==> config.mk <==
export PLATFORM = sky130hd
export DESIGN_NAME = dchain_dma
export DESIGN_NICKNAME = d
export VERILOG_FILES = /design/src/rtl/dmac_pkg.sv /design/src/rtl/dmac_desc_check.sv /design/src/rtl/dmac_req_mux.sv /design/src/rtl/dchain_dma.sv
export SDC_FILE = /design/constraint.sdc
export NUM_CORES = 1
export LEC_CHECK = 0
export BUFFER_PORTS_ARGS = -buffer_cell sky130_fd_sc_hd__buf_2
export CELL_PAD_IN_SITES_DETAIL_PLACEMENT = 1
export CELL_PAD_IN_SITES_GLOBAL_PLACEMENT = 1
export CORE_AREA = 3 3 178 180
export DETAILED_ROUTE_END_ITERATION = 16
export DIE_AREA = 0 0 181 183
export GPL_ROUTABILITY_DRIVEN = 0
export GPL_TIMING_DRIVEN = 0
export PLACE_DENSITY = 0.86
export SLEW_MARGIN = 40
export SYNTH_ARGS = -nofsm -noshare
export SYNTH_HDL_FRONTEND = slang
export SYNTH_SLANG_ARGS = --single-unit
export TNS_END_PERCENT = 5
==> constraint.sdc <==
create_clock -name clk_i -period 2.2 [get_ports clk_i]
set_clock_uncertainty 0.2 [all_clocks]
set_input_delay 0.22 -clock clk_i [delete_from_list [all_inputs] [get_ports clk_i]]
set_output_delay 0.22 -clock clk_i [all_outputs]
set_load 0.02 [all_outputs]
==> src/rtl/dmac_pkg.sv <==
package dmac_pkg;
    localparam int WORD_W = 32;

    typedef enum logic [2:0] {
        ST_IDLE  = 3'd0,
        ST_FETCH = 3'd1,
        ST_CHECK = 3'd2,
        ST_READ  = 3'd3,
        ST_WRITE = 3'd4
    } dma_st_e;

    localparam logic [1:0] MODE_OFF    = 2'd0;
    localparam logic [1:0] MODE_CHAIN  = 2'd1;
    localparam logic [1:0] MODE_SINGLE = 2'd2;

    localparam logic [1:0] ACT_IDLE = 2'd0;
    localparam logic [1:0] ACT_DESC = 2'd1;
    localparam logic [1:0] ACT_WAIT = 2'd2;
    localparam logic [1:0] ACT_XFER = 2'd3;
endpackage

==> src/rtl/dmac_desc_check.sv <==
module dmac_desc_check #(
    parameter int CNT_W      = 12,
    parameter int LIM_NARROW = 'h3FF,
    parameter int LIM_WIDE   = 'h7FF
) (
    input  logic [CNT_W+1:0] size_i,
    output logic             ok_o,
    output logic [2:0]       step_o,
    output logic [1:0]       lg_o,
    output logic [CNT_W-1:0] cnt_o
);
    localparam logic [CNT_W-1:0] LIM_N = CNT_W'(LIM_NARROW);
    localparam logic [CNT_W-1:0] LIM_W = CNT_W'(LIM_WIDE);

    logic [1:0]       wcode;
    logic [CNT_W-1:0] lim;
    logic             bad_code;

    assign wcode = size_i[CNT_W+1:CNT_W];
    assign cnt_o = size_i[CNT_W-1:0];

    always_comb begin
        bad_code = 1'b0;
        step_o   = 3'd4;
        lg_o     = 2'd2;
        lim      = LIM_W;
        case (wcode)
            2'd0: begin step_o = 3'd4; lg_o = 2'd2; lim = LIM_W; end
            2'd2: begin step_o = 3'd2; lg_o = 2'd1; lim = LIM_N; end
            2'd3: begin step_o = 3'd1; lg_o = 2'd0; lim = LIM_N; end
            default: bad_code = 1'b1;
        endcase
    end

    assign ok_o = !bad_code && (cnt_o != '0) && (cnt_o <= lim);
endmodule

==> src/rtl/dmac_req_mux.sv <==
module dmac_req_mux
    import dmac_pkg::*;
(
    input  dma_st_e     st_i,
    input  logic        dir_i,
    input  logic [1:0]  widx_i,
    input  logic [31:0] ptr_i,
    input  logic [31:0] dev_i,
    input  logic [31:0] mem_i,
    input  logic [31:0] data_i,
    input  logic [1:0]  lg_i,
    output logic        req_o,
    output logic        we_o,
    output logic [31:0] addr_o,
    output logic [1:0]  size_o,
    output logic [31:0] wdata_o
);
    always_comb begin
        req_o  = 1'b0;
        we_o   = 1'b0;
        addr_o = '0;
        size_o = 2'd2;
        case (st_i)
            ST_FETCH: begin
                req_o  = 1'b1;
                addr_o = ptr_i + {28'd0, widx_i, 2'b00};
            end
            ST_READ: begin
                req_o  = 1'b1;
                addr_o = dir_i ? mem_i : dev_i;
                size_o = lg_i;
            end
            ST_WRITE: begin
                req_o  = 1'b1;
                we_o   = 1'b1;
                addr_o = dir_i ? dev_i : mem_i;
                size_o = lg_i;
            end
            default: ;
        endcase
    end

    assign wdata_o = data_i;
endmodule

==> src/rtl/dchain_dma.sv <==
module dchain_dma
    import dmac_pkg::*;
#(
    parameter int CNT_W      = 12,
    parameter int LIM_NARROW = 'h3FF,
    parameter int LIM_WIDE   = 'h7FF,
    localparam int SZ_W      = CNT_W + 2
) (
    input  logic             clk_i,
    input  logic             rst_ni,
    input  logic [1:0]       mode_i,
    input  logic             dir_i,
    input  logic             start_i,
    input  logic [31:0]      os_dev_i,
    input  logic [31:0]      os_mem_i,
    input  logic [SZ_W-1:0]  os_size_i,
    input  logic [31:0]      os_next_i,
    input  logic [31:0]      sg_ptr_i,
    output logic             mem_req_o,
    output logic             mem_we_o,
    output logic [31:0]      mem_addr_o,
    output logic [1:0]       mem_size_o,
    output logic [31:0]      mem_wdata_o,
    input  logic             mem_ack_i,
    input  logic [31:0]      mem_rdata_i,
    output logic [1:0]       state_o,
    output logic             done_o,
    output logic             err_o
);
    typedef struct packed {
        dma_st_e          st;
        logic [1:0]       widx;
        logic [31:0]      ptr;
        logic [31:0]      dev;
        logic [31:0]      mem;
        logic [SZ_W-1:0]  size;
        logic [31:0]      nxt;
        logic [CNT_W-1:0] left;
        logic [31:0]      data;
        logic             done;
        logic             err;
    } regs_t;

    regs_t q, d;

    logic             chk_ok;
    logic [2:0]       step;
    logic [1:0]       lg;
    logic [CNT_W-1:0] cnt;

    dmac_desc_check #(
        .CNT_W(CNT_W), .LIM_NARROW(LIM_NARROW), .LIM_WIDE(LIM_WIDE)
    ) check_i (
        .size_i(q.size), .ok_o(chk_ok), .step_o(step), .lg_o(lg), .cnt_o(cnt)
    );

    dmac_req_mux req_i (
        .st_i(q.st), .dir_i(dir_i), .widx_i(q.widx), .ptr_i(q.ptr),
        .dev_i(q.dev), .mem_i(q.mem), .data_i(q.data), .lg_i(lg),
        .req_o(mem_req_o), .we_o(mem_we_o), .addr_o(mem_addr_o),
        .size_o(mem_size_o), .wdata_o(mem_wdata_o)
    );

    always_comb begin
        d      = q;
        d.done = 1'b0;
        d.err  = 1'b0;
        if (mode_i == MODE_OFF) begin
            d.st = ST_IDLE;
        end else begin
            case (q.st)
                ST_IDLE: begin
                    if (start_i && mode_i == MODE_SINGLE) begin
                        d.dev  = os_dev_i;
                        d.mem  = os_mem_i;
                        d.size = os_size_i;
                        d.nxt  = os_next_i;
                        d.st   = ST_CHECK;
                    end else if (start_i && mode_i == MODE_CHAIN) begin
                        d.ptr  = sg_ptr_i & ~32'h3;
                        d.widx = 2'd0;
                        d.st   = ST_FETCH;
                    end
                end
                ST_FETCH: begin
                    if (mem_ack_i) begin
                        case (q.widx)
                            2'd0: d.dev  = mem_rdata_i;
                            2'd1: d.mem  = mem_rdata_i;
                            2'd2: d.size = mem_rdata_i[SZ_W-1:0];
                            default: d.nxt = mem_rdata_i;
                        endcase
                        d.widx = q.widx + 2'd1;
                        if (q.widx == 2'd3) d.st = ST_CHECK;
                    end
                end
                ST_CHECK: begin
                    if (chk_ok) begin
                        d.left = cnt;
                        d.st   = ST_READ;
                    end else begin
                        d.err = 1'b1;
                        d.st  = ST_IDLE;
                    end
                end
                ST_READ: begin
                    if (mem_ack_i) begin
                        d.data = mem_rdata_i;
                        d.st   = ST_WRITE;
                    end
                end
                ST_WRITE: begin
                    if (mem_ack_i) begin
                        d.mem  = q.mem + 32'(step);
                        d.left = q.left - 1'b1;
                        if (q.left == CNT_W'(1)) begin
                            d.done = q.nxt[0];
                            if (q.nxt[1]) begin
                                d.ptr  = q.nxt & ~32'h3;
                                d.widx = 2'd0;
                                d.st   = ST_FETCH;
                            end else begin
                                d.st = ST_IDLE;
                            end
                        end else begin
                            d.st = ST_READ;
                        end
                    end
                end
                default: d.st = ST_IDLE;
            endcase
        end
    end

    always_ff @(posedge clk_i or negedge rst_ni) begin
        if (!rst_ni) q <= '0;
        else         q <= d;
    end

    always_comb begin
        case (q.st)
            ST_FETCH:          state_o = ACT_DESC;
            ST_CHECK:          state_o = ACT_WAIT;
            ST_READ, ST_WRITE: state_o = ACT_XFER;
            default:           state_o = ACT_IDLE;
        endcase
    end

    assign done_o = q.done;
    assign err_o  = q.err;
endmodule

# After elaboration in Yosys (flattened, before gate mapping)
# Index checks and enable logic that the tools add are counted.
# word_totals
word_cells	118
reg_bits	193
in_bits	181
# classes
add_sub_neg	4
magnitude_cmp	1
bitwise	1
mux	45
n_reduce_logical	27
n_eq_ne	29
# ops
cell	count
$mux W110	2
$mux W32	6
$pmux W32 S3	2
$pmux W32 S2	2
$mux W34	3
$pmux W46 S2	1
$mux W37	2
$add A32 B3 Y32	1
$add A32 B4 Y32	1
$mux W12	2
$pmux W12 S2	1
$ne A2 B2 Y1 const B	11
$reduce_and A5 Y1	4
$pmux W3 S5	1
$mux W14	1
$eq A12 B1 Y1 const B	1
$le A12 B11 Y1	1
$mux W3	4
$ne A3 B3 Y1 const B	4
$pmux W2 S3	2
$reduce_bool A12 Y1	1
$sub A12 B1 Y12 const B	1
$mux W11	1
$eq A2 B2 Y1 const B	5
25 further kinds	47

# Depth between registers and ports, before layout
# depth
word_depth	8
ltp_mapped	10
ltp_nobuf	8

# By module
# From an unflattened synthesis, not the netlist that was laid out.
# unflattened
cells_unflattened	1413
hier_area_um2	12234.2
# modules_own_cells
mod	cells_each	area_per_inst_um2	seq_area_each_um2	n_inst
dchain_dma	1096	10053.4	4779.6	1
dmac_req_mux	289	1963.1	0.0	1
dmac_desc_check	28	217.7	0.0	1

# Least setup slack after synthesis
# Ideal clock, no wire load.
# synth_path
path_type	register to output
start	register q[188] (netlist name)
end	output mem_addr_o[26]
setup_slack_ns	-0.513
arrival_ns	2.293
path_stages_with_launch	8
path_cell_list	dfrtp_1 ha_1 fa_1 nand2_1 nor3_1 nand4_1 xor2_1 o21ai_0
# synth_via
elab_chain_len	2
# synth_lines
element	line_no	rtl
from (decl)	dchain_dma.sv:44	regs_t q, d;
from (signal assigned)	dchain_dma.sv:136	if (!rst_ni) q <= '0;
from (signal assigned)	dchain_dma.sv:137	else q <= d;
$add A32 B4 Y32	dmac_req_mux.sv:26	addr_o = ptr_i + {28'd0, widx_i, 2'b00};
$pmux W32 S3	dmac_req_mux.sv:23	case (st_i)
to (decl)	dchain_dma.sv:21	output logic [31:0] mem_addr_o,
# Every way passes these cells.

# Worst setup path after layout
# layout_path
start	register q[192] (netlist name)
end	output mem_addr_o[3]
# layout_via
elab_chain_len	2
word_cells_on_any_way	4
cone_classes	eq/ne (3); mux (1)
# layout_lines
element	line_no
$eq A3 B3 Y1 (tied with other cells)	dmac_req_mux.sv:23
$pmux W32 S3 (*)	dmac_req_mux.sv:23
# Every way passes the cells marked *; elsewhere a longest branch is shown, timed or not.

==> impl_results.md <==
- Primary flip-flop cell chosen by synthesis mapping: sky130_fd_sc_hd__dfrtp_1
- Cell types occupying the most area after synthesis: sky130_fd_sc_hd__dfrtp_1 (43%), sky130_fd_sc_hd__a21oi_1 (8.2%), sky130_fd_sc_hd__mux2_2 (6.2%)
- Non-filler instance count after layout: 2,143
- Design Area, Final: 17,200 µm²
- Number of distinct standard cells referenced by the synthesized netlist: 66
- Part of the Yosys area used for sequential elements: 0.429
- Horizontal extent of the die: around 180 µm
- TritonCTS clock tree: yes
- Number of antenna violations at the first check in global routing: 2
- Launching element type of the critical path: flop
- Status: complete, but fails checks
- Slew margin rel.: 0.475
- # Max-Cap Violations: 0
- Peak supply drop: 0.702 mV
- Actual slew at the worst max-slew pin: 0.788 ns
- CTS clock-pin slew for the worst setup and hold paths: 0.09 ns
- Global-route wire length before repair: 88,800 µm
- Count of buffers from port buffering: 248
- Capturing element type of the critical path: output port
- 1st-iter DRT viols: 1,781
- Post-place setup slack: -0.993 ns
- Floorplan Core Area: 30,300 µm²
- Req. time, crit path: 1.78 ns
- Failing checks: hold timing, setup timing
- Mean instance size in the synthesized netlist: 8.85 µm²
- Core occupancy in the finished layout: 0.565
- Remaining number of nets flagged by the antenna check after routing: 0
- Synthesized netlist cell count: 1,260
- Post-synthesis cell area: 11,200 µm²
- Post-synthesis async set-or-reset flop share: 1.00
- Share of the synthesized area in the top cell type: 0.429
- Number of search-and-repair iterations in the first detailed-routing pass: 5
- Longest Clk Path Bufs: 2
- Setup-failing EPs final: 221
- Setup TNS: -78.12 ns
- Max Fanout on Critical Path: 10
- Hold violation count in the final report: 6
- Cell chosen for the clock root: sky130_fd_sc_hd__clkbuf_16
- Number of storage elements in the synthesis netlist: 191
- Post-layout min period: 3.06 ns
- Total Wirelength: 62,200 µm
- Number of top-level design ports: 253
- Post-synthesis net count: between 1,000 and 1,500
- Die outline height: about 180 µm
- Pin count of the biggest net entering global routing: 62
- Pwr dens: between 1000 and 1500 nW/µm²
- Most area-hungry cell type in the Yosys netlist: sky130_fd_sc_hd__dfrtp_1
- Final setup slack of the worst path: -0.859 ns
- Global-route usage over all layers: 0.350
- Register Area: 4790 µm²
- Vias in the first global route: 14,400
- Cell row count: 64
- Crit Path Category: reg2out
- Area taken by multi-input logic gates: 6450 µm²
- Most used standard cell by instance count after synthesis: sky130_fd_sc_hd__dfrtp_1
- Proportion of layout cells with a drive suffix above 1: 0.367
- Mean number of vias per cell: approximately 6.4
- Fill cell instance count of the final layout: 3,368
- Path class of the lowest-slack min-delay path: in2async
- Static leakage: 7.53 nW
- Number of H-tree levels: 4
- Congestion Overflow GR: 0
- Detail Placement HPWL: between 30,000 and 40,000 µm
- Worst hold slack after final layout: -0.0114 ns
- Unrepaired setup endpoints after global routing: true
- Relative area change from synthesis to final layout: 53.8%
- Post-detailed-route wirelength per cell: about 29 µm
- Worst-Skew Late Latency: approximately 0.47 ns
- Placed instance area: 13,200 µm²
- Post-layout total power: 24.0 mW
- Post-Place Cells: 1,907
- Number of vias after detailed routing: 13,700
- TritonCTS sink count: about 190
- Number of flops mapped to enable cells by yosys: 0
- Highest clock rate: 0.327 GHz
- Total Die Area: 33,100 µm²
- Top cell types by occurrence after synthesis: sky130_fd_sc_hd__dfrtp_1 (191), sky130_fd_sc_hd__a21oi_1 (183), sky130_fd_sc_hd__nand2_1 (131)
- TritonCTS buffer count: 17
- Synth warnings: 0
- DRC errors left: 0
- Starting utilization of the core area: 0.367
- Number of nets in the layout: about 1,900
- Worst path arrival time: approximately 2.6 ns
- Final period utilization: 1.39
- Number of pins exceeding their max-slew limit in the final report: 0
worst max-delay path, cell delays in order (launching register included):
cell and delay [ns]:
sky130_fd_sc_hd__dfrtp_1 0.40, sky130_fd_sc_hd__buf_6 0.14, sky130_fd_sc_hd__clkbuf_8 0.17, sky130_fd_sc_hd__and3b_2 0.23
sky130_fd_sc_hd__buf_6 0.13, sky130_fd_sc_hd__nand2_1 0.15, sky130_fd_sc_hd__o21ai_4 0.20, sky130_fd_sc_hd__a222oi_1 0.49
sky130_fd_sc_hd__inv_1 0.09, sky130_fd_sc_hd__buf_2 0.18
worst paths after layout:
| kind | startpoint | to | slack [ns] | depth (start not counted) |
|---|---|---|---|---|
| worst max-delay path | q[192] | mem_addr_o[3] | -0.86 | 9 |
| worst min-delay path | rst_ni | q[84] | -0.01 | 2 |
| worst max register to register | q[192] | q[42] | -0.66 | 7 |
| worst min register to register | q[45] | q[45] | 0.31 | 1 |
| max in group asynchronous | rst_ni | q[69] | 0.92 | 4 |
| min in group clk_i | os_mem_i[8] | q[100] | 0 | 4 |
where the power goes:
group / internal, mW / switching, mW / total [mW] / leakage (nW)
clock network: 1.74 / 1.73 / 3.47 / 0.306
logic: 5.42 / 7.74 / 13.2 / 4.98
registers: 5.24 / 2.12 / 7.36 / 2.24
metal layers:
layer | GRT usage | share of wire | wire, µm
met5 | 0 | 0 | 0
met4 | 0.212 | 0.077 | 4770
met3 | 0.0770 | 0.10 | 6240
met2 | 0.584 | 0.47 | 29100
met1 | 0.416 | 0.35 | 22100
cells in the final DEF (no fill, tap or decap), drive strengths merged, types with 22 or more instances in the layout:
master	instances
nand4	27
nand3	23
clkbuf	62
o21ai	65
dlygate4sd3	168
mux2	61
a22oi	22
nand2	131
inv	35
dfrtp	191
a221oi	30
and2	33
buf	359
nor2	119
a21oi	183
layout make-up:
class / instances / area share
plain buffers: 117 / 0.0640
inverters: 27 / 0.00634
clock inverters: 15 / 0.0113
multi-input cells: 922 / 0.376
well taps: 396 / 0.0289
repair buffers: 456 / 0.209
flip-flops and latches: 191 / 0.279
diodes: 2 / 0.000292
clock buffers: 17 / 0.0248
state kept, by name, indices dropped and copies added (netlist names):
signal,count
q,189
done_o,1
err_o,1
kinds of logic after synthesis:
group,count (synthesis),synth area share
multiplexers,68,0.0679
flip-flops,191,0.429
AND/OR/NAND/NOR,410,0.175
adder cells (fa/ha/maj),16,0.0192
XOR/XNOR,28,0.0220
AO/OA/AOI/OAI,400,0.220
buffers and inverters,147,0.0671
repair_timing:
action | CTS | global route
setup endpoints to repair | 228 | 223
resized for setup | 285 | 90
endpoints found under the hold margin | 303 | 0
gates cloned | 5 | 2
setup buffers | 20 | 10
pin swaps | 28 | 11
hold buffers | 168 | 0
Power figures use the tool's default switching activity.
